**config.mk**
```make
export PLATFORM = sky130hd
export DESIGN_NAME = fclk_follower
export DESIGN_NICKNAME = d
export VERILOG_FILES = /design/src/rtl/fclk_pkg.sv /design/src/rtl/fclk_decode.sv /design/src/rtl/fclk_phase.sv /design/src/rtl/fclk_tod.sv /design/src/rtl/fclk_follower.sv
export SDC_FILE = /design/constraint.sdc
export NUM_CORES = 1
export LEC_CHECK = 0
export ABC_AREA = 1
export BUFFER_PORTS_ARGS = -buffer_cell sky130_fd_sc_hd__buf_2
export CAP_MARGIN = 20
export CELL_PAD_IN_SITES_DETAIL_PLACEMENT = 1
export CELL_PAD_IN_SITES_GLOBAL_PLACEMENT = 2
export CORE_ASPECT_RATIO = 1.75
export CORE_MARGIN = 2
export CORE_UTILIZATION = 27
export DETAILED_ROUTE_END_ITERATION = 8
export GPL_ROUTABILITY_DRIVEN = 0
export HOLD_SLACK_MARGIN = 0.15
export PLACE_DENSITY_LB_ADDON = 0.1
export SYNTH_ARGS = -nofsm -noshare
export SYNTH_HDL_FRONTEND = slang
export SYNTH_SLANG_ARGS = --single-unit
```
**constraint.sdc**
```tcl
create_clock -name clk -period 2.7 [get_ports clk]
set_input_delay 0.54 -clock clk [delete_from_list [all_inputs] [get_ports clk]]
set_output_delay 0.54 -clock clk [all_outputs]
set_load 0.05 [all_outputs]
```
**src/rtl/fclk_pkg.sv**
```systemverilog
package fclk_pkg;
    localparam int RATE_W        = 7;
    localparam int ENC_W         = 8;
    localparam int CTRL_W        = 8;
    localparam int CTRL_VALID    = 6;
    localparam int MIN_PER_HOUR  = 60;
    localparam int HOUR_PER_DAY  = 24;
    localparam int MIN_W         = 6;
    localparam int HOUR_W        = 5;

    typedef enum logic [1:0] {
        FC_UNSYNCED,
        FC_FROZEN,
        FC_RUNNING,
        FC_CATCHUP
    } fc_state_e;
endpackage

```
**src/rtl/fclk_decode.sv**
```systemverilog
// Converts a "256 minus value" field into a value reduced by MODULUS.
module fclk_decode #(
    parameter int MODULUS = 60,
    parameter int OUT_W   = 6
) (
    input  logic [fclk_pkg::ENC_W-1:0] enc_i,
    output logic [OUT_W-1:0]           val_o
);
    localparam int RAW_W = fclk_pkg::ENC_W + 1;

    logic [RAW_W-1:0] raw;

    always_comb begin
        raw   = RAW_W'(256) - {1'b0, enc_i};
        val_o = OUT_W'(raw % RAW_W'(MODULUS));
    end
endmodule

```
**src/rtl/fclk_phase.sv**
```systemverilog
// Rate register, sub-minute accumulator and the control FSM.
module fclk_phase
    import fclk_pkg::*;
#(
    parameter int THR   = 60,
    parameter int ACC_W = 9
) (
    input  logic              clk,
    input  logic              rst_n,
    input  logic              tick_i,
    input  logic              sync_ok_i,
    input  logic [RATE_W-1:0] sync_rate_i,
    output logic              adv_o,
    output logic [ACC_W-1:0]  phase_o,
    output logic [RATE_W-1:0] rate_o
);
    localparam logic [ACC_W-1:0] THR_V = ACC_W'(THR);

    fc_state_e          state_q, state_d;
    logic [ACC_W-1:0]   acc_q, acc_d;
    logic [RATE_W-1:0]  rate_q, rate_d;
    logic [ACC_W-1:0]   tick_add;

    // next-state and datapath
    always_comb begin
        state_d  = state_q;
        acc_d    = acc_q;
        rate_d   = rate_q;
        tick_add = tick_i ? ACC_W'(rate_q) : '0;
        if (sync_ok_i) begin
            rate_d  = sync_rate_i;
            acc_d   = '0;
            state_d = (sync_rate_i == '0) ? FC_FROZEN : FC_RUNNING;
        end else begin
            unique case (state_q)
                FC_UNSYNCED, FC_FROZEN: begin
                    acc_d = acc_q;
                end
                FC_RUNNING: begin
                    acc_d   = acc_q + tick_add;
                    state_d = (acc_d >= THR_V) ? FC_CATCHUP : FC_RUNNING;
                end
                FC_CATCHUP: begin
                    acc_d   = acc_q - THR_V + tick_add;
                    state_d = (acc_d >= THR_V) ? FC_CATCHUP : FC_RUNNING;
                end
            endcase
        end
    end

    // state register
    always_ff @(posedge clk) begin
        if (!rst_n) begin
            state_q <= FC_UNSYNCED;
            acc_q   <= '0;
            rate_q  <= '0;
        end else begin
            state_q <= state_d;
            acc_q   <= acc_d;
            rate_q  <= rate_d;
        end
    end

    // outputs
    always_comb begin
        adv_o   = (state_q == FC_CATCHUP) && !sync_ok_i;
        phase_o = acc_q;
        rate_o  = rate_q;
    end
endmodule

```
**src/rtl/fclk_tod.sv**
```systemverilog
// Minute / hour / day counters with load and carry chain.
module fclk_tod
    import fclk_pkg::*;
#(
    parameter int DAY_W = 8
) (
    input  logic              clk,
    input  logic              rst_n,
    input  logic              load_i,
    input  logic [MIN_W-1:0]  load_min_i,
    input  logic [HOUR_W-1:0] load_hour_i,
    input  logic [DAY_W-1:0]  load_day_i,
    input  logic              adv_i,
    output logic [MIN_W-1:0]  min_o,
    output logic [HOUR_W-1:0] hour_o,
    output logic [DAY_W-1:0]  day_o,
    output logic              pulse_o
);
    localparam logic [MIN_W-1:0]  MIN_TOP  = MIN_W'(MIN_PER_HOUR - 1);
    localparam logic [HOUR_W-1:0] HOUR_TOP = HOUR_W'(HOUR_PER_DAY - 1);

    logic [MIN_W-1:0]  min_q;
    logic [HOUR_W-1:0] hour_q;
    logic [DAY_W-1:0]  day_q;
    logic              pulse_q;

    always_ff @(posedge clk) begin
        if (!rst_n) begin
            min_q   <= '0;
            hour_q  <= '0;
            day_q   <= '0;
            pulse_q <= 1'b0;
        end else begin
            pulse_q <= adv_i && !load_i;
            if (load_i) begin
                min_q  <= load_min_i;
                hour_q <= load_hour_i;
                day_q  <= load_day_i;
            end else if (adv_i) begin
                if (min_q == MIN_TOP) begin
                    min_q <= '0;
                    if (hour_q == HOUR_TOP) begin
                        hour_q <= '0;
                        day_q  <= day_q + 1'b1;
                    end else begin
                        hour_q <= hour_q + 1'b1;
                    end
                end else begin
                    min_q <= min_q + 1'b1;
                end
            end
        end
    end

    always_comb begin
        min_o   = min_q;
        hour_o  = hour_q;
        day_o   = day_q;
        pulse_o = pulse_q;
    end
endmodule

```
**src/rtl/fclk_follower.sv**
```systemverilog
module fclk_follower
    import fclk_pkg::*;
#(
    parameter int TICKS_PER_MIN = 60,
    parameter int DAY_W         = 8
) (
    input  logic              clk,
    input  logic              rst_n,
    input  logic              tick_i,
    input  logic              sync_stb_i,
    input  logic [6:0]        sync_rate_i,
    input  logic [7:0]        sync_min_enc_i,
    input  logic [7:0]        sync_hr_enc_i,
    input  logic [DAY_W-1:0]  sync_days_i,
    input  logic [7:0]        sync_ctrl_i,
    output logic [5:0]        minute_o,
    output logic [4:0]        hour_o,
    output logic [DAY_W-1:0]  days_o,
    output logic              min_pulse_o
);
    localparam int ACC_W = $clog2(TICKS_PER_MIN + 2 * (1 << RATE_W));

    logic              sync_ok;
    logic              adv;
    logic [ACC_W-1:0]  phase_w;
    logic [RATE_W-1:0] rate_w;
    logic [MIN_W-1:0]  dec_min;
    logic [HOUR_W-1:0] dec_hour;
    logic              unused_ctrl;

    assign sync_ok     = sync_stb_i && sync_ctrl_i[CTRL_VALID];
    assign unused_ctrl = ^{sync_ctrl_i[7], sync_ctrl_i[5:0]};

    fclk_decode #(.MODULUS(MIN_PER_HOUR), .OUT_W(MIN_W)) u_dec_min (
        .enc_i (sync_min_enc_i),
        .val_o (dec_min)
    );

    fclk_decode #(.MODULUS(HOUR_PER_DAY), .OUT_W(HOUR_W)) u_dec_hour (
        .enc_i (sync_hr_enc_i),
        .val_o (dec_hour)
    );

    fclk_phase #(.THR(TICKS_PER_MIN), .ACC_W(ACC_W)) u_phase (
        .clk         (clk),
        .rst_n       (rst_n),
        .tick_i      (tick_i),
        .sync_ok_i   (sync_ok),
        .sync_rate_i (sync_rate_i),
        .adv_o       (adv),
        .phase_o     (phase_w),
        .rate_o      (rate_w)
    );

    fclk_tod #(.DAY_W(DAY_W)) u_tod (
        .clk         (clk),
        .rst_n       (rst_n),
        .load_i      (sync_ok),
        .load_min_i  (dec_min),
        .load_hour_i (dec_hour),
        .load_day_i  (sync_days_i),
        .adv_i       (adv),
        .min_o       (minute_o),
        .hour_o      (hour_o),
        .day_o       (days_o),
        .pulse_o     (min_pulse_o)
    );
endmodule

```
Word-level counts from Yosys, hierarchy flattened
Cells that the tools add are included.
- register bits: 38
- word-level logic and storage cells: 57
- output and inout port bits: 20
- equality and inequality tests: 5
- $lt $le $gt $ge: 2
- add/subtract/negate cells: 8
- reductions and logical operators: 14
- multiplexer cells: 18
- divide/modulo/power cells: 2
- bitwise logic cells: 1
- operator list (cell ; count):
    8-bit 2-to-1 mux ; 4
    5-bit 2-to-1 mux ; 4
    9-bit adder ; 2
    9-bit by 6-bit greater-or-equal comparator with 1-bit output (second input constant) ; 2
    6-bit 2-to-1 mux ; 3
    9-bit one-hot mux with 2 select lines ; 1
    9-bit by 8-bit subtractor with 9-bit output (first input constant) ; 2
    9-bit by 5-bit modulo with 9-bit output (second input constant) ; 1
    9-bit by 6-bit modulo with 9-bit output (second input constant) ; 1
    9-bit by 6-bit subtractor with 9-bit output (second input constant) ; 1
    8-bit by 1-bit adder with 8-bit output (second input constant) ; 1
    7-bit logical NOT ; 1
    7-bit 2-to-1 mux ; 1
    6-bit by 1-bit adder with 6-bit output (second input constant) ; 1
    6-bit == test (second input constant) ; 1
    2-bit nonzero test ; 3
    5-bit by 1-bit adder with 5-bit output (second input constant) ; 1
    5-bit == test (second input constant) ; 1
    2-bit == test (second input constant) ; 2
    2-bit 2-to-1 mux ; 2
    2-bit one-hot mux with 2 select lines ; 1
    2-bit OR reduction ; 2
    1-bit logical AND ; 3
    3-bit AND reduction ; 1
    7 further kinds ; 8

Depth between registers and ports, before layout
Gate-level depths: netlist (run 1).
- depth in word-level cells: 6
- mapped depth: 17

Hierarchy
Synthesis (run 1) repeated with hierarchy kept, for this count alone.
- cells, all modules: 631
- area, all modules: 3881.2 µm²
- modules (own cells, without submodules) (module ; area each (µm²) ; times used ; cells each):
    fclk_phase ; 1750.4 ; 1 ; 269
    fclk_tod ; 1224.9 ; 1 ; 191
    fclk_decode (u_dec_min) ; 559.3 ; 1 ; 102
    fclk_decode (u_dec_hour) ; 339.1 ; 1 ; 67
    fclk_follower ; 7.5 ; 1 ; 2

Worst setup path after synthesis (run 1)
Ideal clock, no wire load.
- kind: in2reg
- start point: in tick_i
- end point: reg u_phase.state_q[0]
- buffers on the path: 0
- data required time: 2.576 ns
- path slack: 0.118 ns
- stages: 14
- data arrival time: 2.459 ns
- path through: nand2_1 -> inv_1 -> ha_1 -> ha_1 -> inv_1 -> fa_1 -> o21ai_0 -> a21o_1 -> a21oi_1 -> xnor2_1 -> o21ai_0 -> nand3_1 -> nand2_1 -> a21oi_1
- word-level cells in the longest chain between the ends: 6
- elaborated cells on any way between the ends: 9
- classes of those cells: 2 x add/sub; 2 x order compare; 5 x mux
- RTL lines (item ; line ; text):
    start: declaration ; fclk_follower.sv:9 ; input logic tick_i,
    7-bit 2-to-1 mux * ; fclk_phase.sv:29 ; tick_add = tick_i ? ACC_W'(rate_q) : '0;
    9-bit adder, on equally long branches ; fclk_phase.sv:44, fclk_phase.sv:40 ;
    9-bit by 6-bit greater-or-equal comparator with 1-bit output, on equally long branches ; fclk_phase.sv:45, fclk_phase.sv:41 ;
    1-bit 2-to-1 mux, on equally long branches ; fclk_phase.sv:45, fclk_phase.sv:41 ;
    2-bit one-hot mux with 2 select lines * ; fclk_phase.sv:35 ; unique case (state_q)
    2-bit 2-to-1 mux * ; fclk_phase.sv:30 ; if (sync_ok_i) begin
    end signal: assignment ; fclk_phase.sv:58 ; state_q <= state_d;
    end: declaration ; fclk_phase.sv:19 ; fc_state_e state_q, state_d;
Mark *: on every way between the ends. The rest lies on a longest branch, timed or not. The select of a mux whose other input is x is not followed.
A chain may end at the register's enable or synchronous reset.

Worst setup path in the final report (run 1)
Ends and elaborated chain as after synthesis.

==> results of run 1 <==
## how the worst max path moves through the flow
stage | startpoint | endpoint | slack, ps | depth (start not counted)
2_1_floorplan | tick_i | u_phase.state_q[0]$_SDFFE_PN0P_ | 120 | 14
3_3_place_gp | tick_i | u_phase.state_q[0]$_SDFFE_PN0P_ | -290 | 16
3_5_place_dp | tick_i | u_phase.state_q[0]$_SDFFE_PN0P_ | -260 | 16
4_1_cts | tick_i | u_phase.state_q[0]$_SDFFE_PN0P_ | 10 | 16
5_1_grt | tick_i | u_phase.state_q[0]$_SDFFE_PN0P_ | -5 | 16
6_report | tick_i | u_phase.state_q[0]$_SDFFE_PN0P_ | 160 | 16
## worst max-delay path, stage by stage
cell and delay, ps:
buf_2 130, buf_6 120, nand2_2 50, inv_1 40, ha_2 180, fa_1 510, a21oi_2 160, o21ai_1 80
buf_4 140, a21o_1 160, a21oi_2 180, xnor2_2 110, o21ai_2 120, nand3_1 80, nand2_1 70, a21oi_1 60
## area by class of cell
type | count | area [µm²] | area share (%)
inverters | 77 | 289 | 6.78
repair buffers | 90 | 542 | 12.7
well taps | 165 | 206 | 4.85
clock buffers | 5 | 125 | 2.94
clock inverters | 3 | 45.0 | 1.06
flip-flops and latches | 38 | 761 | 17.9
multi-input cells | 372 | 2290 | 53.8
## flip-flops by register name, indices dropped and copies added (netlist names)
register         count
u_tod.pulse_o        1
u_tod.hour_o         5
u_phase.rate_o       7
u_phase.phase_o      9
u_tod.day_o          8
u_tod.min_o          6
u_phase.state_q      2
## routing by layer
metal	vias to the layer above	GRT usage (%)
met5	-	0
met3	10	1.15
li1	1775	-
met2	46	34.5
met1	1683	16.7
met4	0	6.69
## placed cells by master, fill, tap and decap left out, types with 6 or more instances in the layout
cell type,instances
nand2_1,91
inv_1,76
buf_2,55
nor2_1,53
dfxtp_1,38
o21ai_0,37
buf_4,34
a21oi_1,26
nand3_1,25
ha_1,21
xor2_1,14
xnor2_1,13
nand2_2,9
nor3_1,8
a31oi_1,8
a21oi_2,7
fa_1,6
## stage by stage
stage               instance area, µm²  setup WS (ps)  power (µW)
floorplan                         3310            118         888
global placement                  4020           -289        1030
detailed placement                4020           -259        1040
CTS                               4190           12.7        1750
global route                      4260          -5.14        1830
finish                            4260            158        1730
## cell families after synthesis
group	count (synthesis)
and+or+nand+nor	204
buffers and inverters	86
DFF	38
AOI/OAI and AO/OA	109
xor gates and xnor gates	29
adders and majority gates	30
## report_power, final
part	leakage (µW)	internal [µW]	total, µW	switching, µW
clock network	0.0000760	436	695	259
logic	0.00170	155	420	265
registers	0.000310	585	610	25.3
## repair_timing
item	CTS	global route
resized for setup	0	20
endpoints found under the setup margin	0	3
hold buffers	0	0
==> flow_summary_export.csv, run 1 <==
group,metric,value,unit
finish,syn_to_final_growth,28.7,%
logic_synthesis,synth_top_family_by_area,"simple AND/OR/NAND/NOR gates",
placement,portBuffers,55,
clock_network,clock_latency,280,ps
sta,fin_crit_sh,94.2,%
logic_synthesis,synth_mux_area_share,0,%
logic_synthesis,synthCells,496,
logic_synthesis,ys_seq_area_share,23.0,%
worst_hold_path,hold_path_end,"u_phase.rate_o[0]$_SDFFE_PN0P_",
worst_hold_path,hold_path_startpoint,"u_phase.rate_o[0]$_SDFFE_PN0P_",
placement,hpwl,8880,µm
pwr,powerDensity,405,nW/µm²
worst_hold_path,hold_depth,2,
logic_synthesis,synth_seq_cells,38,
sta,worst_pin_slew,509,ps
critical_path,arrival,2710,ps
critical_path,reg2regPathDepth,15,
route,drc,0,
critical_path,worstSetupEndpointType,"register",
route,wl,10700,µm
route,vias,3514,
logic_synthesis,synth.most_common_cell,"nand2_1",
logic_synthesis,synth_fp_nets,569,
route,dr_wl_met2,6350,µm
finish,final_layout_size_suffix_gt1_share,24.3,%
route,wl_met1,3880,µm
grt,track_usage,16.9,%
finish,diodes,0,
outcome,status,"completed",
clock_network,htree_num_levels,2,
logic_synthesis,synth-edff-count,0,
logic_synthesis,async_reset_ff_share,0,%
critical_path,ff2ff_setup_slack,240,ps
grt,grt_start_max_net_pins,23,
sta,min_period,2540,ps
clock_network,cts_root_buf,"clkbuf_16",
logic_synthesis,syn_avg_cell_area,6.67,µm²
route,avgRoutedWirePerCell,14.2,µm
route,highest_layer,"met4",
placement,dp_cells,742,
clock_network,path_clk_slew,60,ps
floorplan,die-height,150,µm
logic_synthesis,yosysUniqueCellTypes,44,
sta,hold_slack,487,ps
logic_synthesis,synth_area_leader_cell,"dfxtp_1",
sta,finalSetupViolCount,0,
finish,fin_cells,750,
clock_network,cts_buffer_depth,2,
route,drt_iter0_drc,72,
pwr,p_leak,0.00208,µW
critical_path,cp.required,2870,ps
critical_path,timing_worst_setup_path_type,"in -> reg",
sta,slew_headroom,65.9,%
logic_synthesis,yosys.area_share.simple,27.3,%
route,viasPerCell,4.69,
finish,fillerInstances,1553,
grt,grt-ovfl-total,0,
logic_synthesis,ys.flop_type,"dfxtp_1",
route,firstDrtPassIters,4,
grt,antenna_found_initial,0,
job,cap_violations,0,
grt,grt_pass1_wl,17400,µm
logic_synthesis,synth_xor_area_share,7.67,%
critical_path,rr_endpoint,"u_phase.state_q[0]$_SDFFE_PN0P_",
clock_network,post-cts-setup-buffers,0,
logic_synthesis,synthAdderAreaFrac,12.7,%
sta,finClkSkew,6.07,ps
finish,nNetsFinal,657,
sta,fmax,393,MHz
floorplan,initial_utilization,27.6,%
critical_path,cp_max_fo,4,
worst_hold_path,worst_hold_path_type,"reg -> reg",
grt,grt_pass1_vias,3747,
floorplan,dieArea,13200,µm²
critical_path,cp-start-kind,"primary input",
critical_path,rr_startpoint,"u_phase.rate_o[1]$_SDFFE_PN0P_",
floorplan,num_io_pins,63,
logic_synthesis,synth_compound_area_share,19.4,%
logic_synthesis,yosys-top-cells-area,"dfxtp_1 23%, nand2_1 10%, ha_1 9.1%, inv_1 8.6%, o21ai_0 6.3%",
logic_synthesis,yosysTopAreaCellShare,23.0,%
sta,hold_viol_final,0,
route,met3_length,185,µm
sta,setup_tns,0,ps
finish,final_core_utilization,35.5,%
floorplan,rows,53,
floorplan,die_w,87.7,µm
clock_network,clock_sinks,38,
logic_synthesis,syn-cell-area,3310,µm²
floorplan,coreArea,12000,µm²
clock_network,cts_tree,"done",
clock_network,numCtsBuffers,5,
logic_synthesis,yosysWarnings,0,
route,antenna_left,0,
sta,drv_slew,0,
logic_synthesis,synth.cells.most_frequent,"92 x nand2_1, 76 x inv_1, 53 x nor2_1, 42 x o21ai_0, 38 x dfxtp_1",
pwr,peakVddDrop,0.192,mV
(Power assumes the default switching activity.)
==> run 2, diff against run 1 <==
- CORE_UTILIZATION: 27 -> 25
==> run 2 against run 1 <==
  * Critical path depth rose by 1
  * Clock-buffer cell count rose by 1
  * Register-to-register slack got worse by 30 ps
  * Non-clock buffer count fell by 3
  * Wire length rose by 3.6%
  * Clock skew barely moved
  * Largest cell class unchanged
  * Design area fell by 0.41%
  * Clock power fell by 11%
  * Highest routed layer unchanged
  * Die area rose by 7.7%
  * Final cell count rose by 0.40%
  * Sequential power barely moved
  * Combinational power rose by 1%
==> flow_summary_export.csv, run 2 (synthesis gave the netlist of run 1 again) <==
group,metric,value,unit
grt,track_usage,15.9,%
sta,finClkSkew,5.80,ps
finish,syn_to_final_growth,28.2,%
route,antenna_left,0,
finish,final_layout_size_suffix_gt1_share,25.1,%
critical_path,cp.required,2890,ps
floorplan,die_w,91.0,µm
critical_path,arrival,2740,ps
critical_path,cp_max_fo,7,
grt,grt-ovfl-total,0,
critical_path,cpMostUsedCell,"inv_1",
grt,busiest_layer,"met2",
critical_path,path_cells,"clkbuf_4 -> nand2_2 -> inv_1 -> ha_1 -> ha_2 -> inv_1 -> fa_2 -> o21ai_2 -> buf_4 -> a21o_1 -> a21oi_2 -> xnor2_2 -> buf_4 -> nand2_1 -> o221ai_1 -> nand2_1 -> inv_1",
sta,setup_tns,0,ps
worst_hold_path,worst_hold_path_type,"reg -> reg",
critical_path,critPathTopFamily,"adder cells",
grt,met3_usage,1.64,%
route,avgRoutedWirePerCell,14.7,µm
route,wl,11100,µm
critical_path,worstSetupEndpointType,"register",
clock_network,cts_buffer_depth,2,
sta,setup_ws,144,ps
grt,grt_start_max_net_pins,24,
route,drt_iter0_drc,111,
route,viasPerCell,4.57,
floorplan,num_io_pins,63,
grt,grt_pass1_wl,18100,µm
sta,drv_slew,0,
critical_path,ff2ff_setup_slack,210,ps
finish,final_common_cell,"nand2_1",
clock_network,clock_sinks,38,
sta,fin_crit_sh,94.7,%
critical_path,timing_worst_setup_path_type,"in -> reg",
finish,final_core_utilization,32.8,%
worst_hold_path,hold_path_end,"u_phase.rate_o[0]$_SDFFE_PN0P_",
sta,finalSetupViolCount,0,
critical_path,crit_buf_inv,6,
worst_hold_path,hold_path_startpoint,"u_phase.rate_o[0]$_SDFFE_PN0P_",
sta,min_period,2560,ps
grt,antenna_found_initial,0,
pwr,powerDensity,389,nW/µm²
grt,grt_pass1_vias,3794,
pwr,p_leak,0.00206,µW
critical_path,cp-start-kind,"primary input",
job,cap_violations,0,
sta,slew_headroom,75.2,%
pwr,peakVddDrop,0.181,mV
route,firstDrtPassIters,4,
clock_network,cts_root_buf,"clkbuf_16",
critical_path,reg2regPathDepth,15,
critical_path,rr_endpoint,"u_phase.state_q[0]$_SDFFE_PN0P_",
floorplan,initial_utilization,25.6,%
critical_path,crit_path_max_incr_delay,350,ps
worst_hold_path,hold_depth,2,
clock_network,numCtsBuffers,5,
floorplan,dieArea,14200,µm²
route,vias,3440,
placement,portBuffers,55,
finish,mostFrequentLayoutCells,"91 x nand2_1, 74 x inv_1, 54 x buf_2, 53 x nor2_1, 38 x dfxtp_1",
clock_network,htree_num_levels,2,
sta,fmax,391,MHz
grt,use_met2,35.1,%
outcome,status,"completed",
floorplan,rows,55,
placement,dp_slack,-407,ps
route,drc,0,
floorplan,die-height,156,µm
clock_network,clock_latency,280,ps
finish,diodes,0,
clock_network,cts_tree,"done",
critical_path,cp_slowest_cell,"fa_2",
finish,nNetsFinal,654,
sta,hold_viol_final,0,
sta,worst_pin_slew,369,ps
grt,globalRouteMet1Util,14.8,%
clock_network,path_clk_slew,60,ps
finish,largest_reg_flops,9,
critical_path,rr_startpoint,"u_phase.rate_o[2]$_SDFFE_PN0P_",
placement,hpwl,9270,µm
floorplan,coreArea,12900,µm²
[run 2: how the worst max path moves through the flow]
| stage | start | endpoint | slack (ps) | cells after the start |
|---|---|---|---|---|
| floorplan | tick_i | u_phase.state_q[0]$_SDFFE_PN0P_ | 120 | 14 |
| global placement | tick_i | u_phase.state_q[0]$_SDFFE_PN0P_ | -310 | 16 |
| detailed placement | tick_i | u_phase.state_q[0]$_SDFFE_PN0P_ | -410 | 16 |
| CTS | tick_i | u_phase.state_q[0]$_SDFFE_PN0P_ | 30 | 16 |
| global route | tick_i | u_phase.state_q[0]$_SDFFE_PN0P_ | -8 | 16 |
| finish | tick_i | u_phase.phase_o[7]$_SDFFE_PP0N_ | 140 | 17 |
[run 2: stage by stage]
step / area [µm²] / power, µW / hold WS, ps / std cells
after detailed placement: 3990 / 1040 / 474 / 744
after global placement: 3990 / 1030 / 463 / 744
final: 4240 / 1650 / 487 / 753
after floorplan: 3310 / 888 / 445 / 496
after global routing: 4240 / 1750 / 508 / 753
after CTS: 4150 / 1670 / 484 / 753
[run 2: power by group]
| part | internal [µW] | switching [µW] | total [µW] | leakage [µW] |
|---|---|---|---|---|
| logic | 156 | 270 | 425 | 0.00168 |
| clock network | 366 | 251 | 617 | 0.0000729 |
| registers | 585 | 24.3 | 609 | 0.000310 |
[run 2: what timing repair did]
item                       in CTS  in global routing
hold buffers                    0                  0
buffers inserted                1                  0
gates resized for setup         4                 23
setup endpoints to repair       1                  3
pin swaps                       2                 11
[run 2: per-layer routing]
layer	vias to the layer above	wire, µm
li1	1774	-
met3	7	216
met5	-	0
met1	1614	3970
met2	45	6740
met4	0	138
[run 2: tightest hold or removal path, cell delays in order, from the launching register on]
cell     delay [ps]
dfxtp_1         330
nor2_1           50
nor2_1           80
[run 2: area by class of cell]
class | instances | area, µm²
clock buffer | 6 | 139
fill | 1708 | 8690
clock inverter | 2 | 12.5
sequential | 38 | 761
multi-input combinational | 372 | 2310
timing repair buffer | 87 | 518
tap | 171 | 214
inverter | 77 | 289
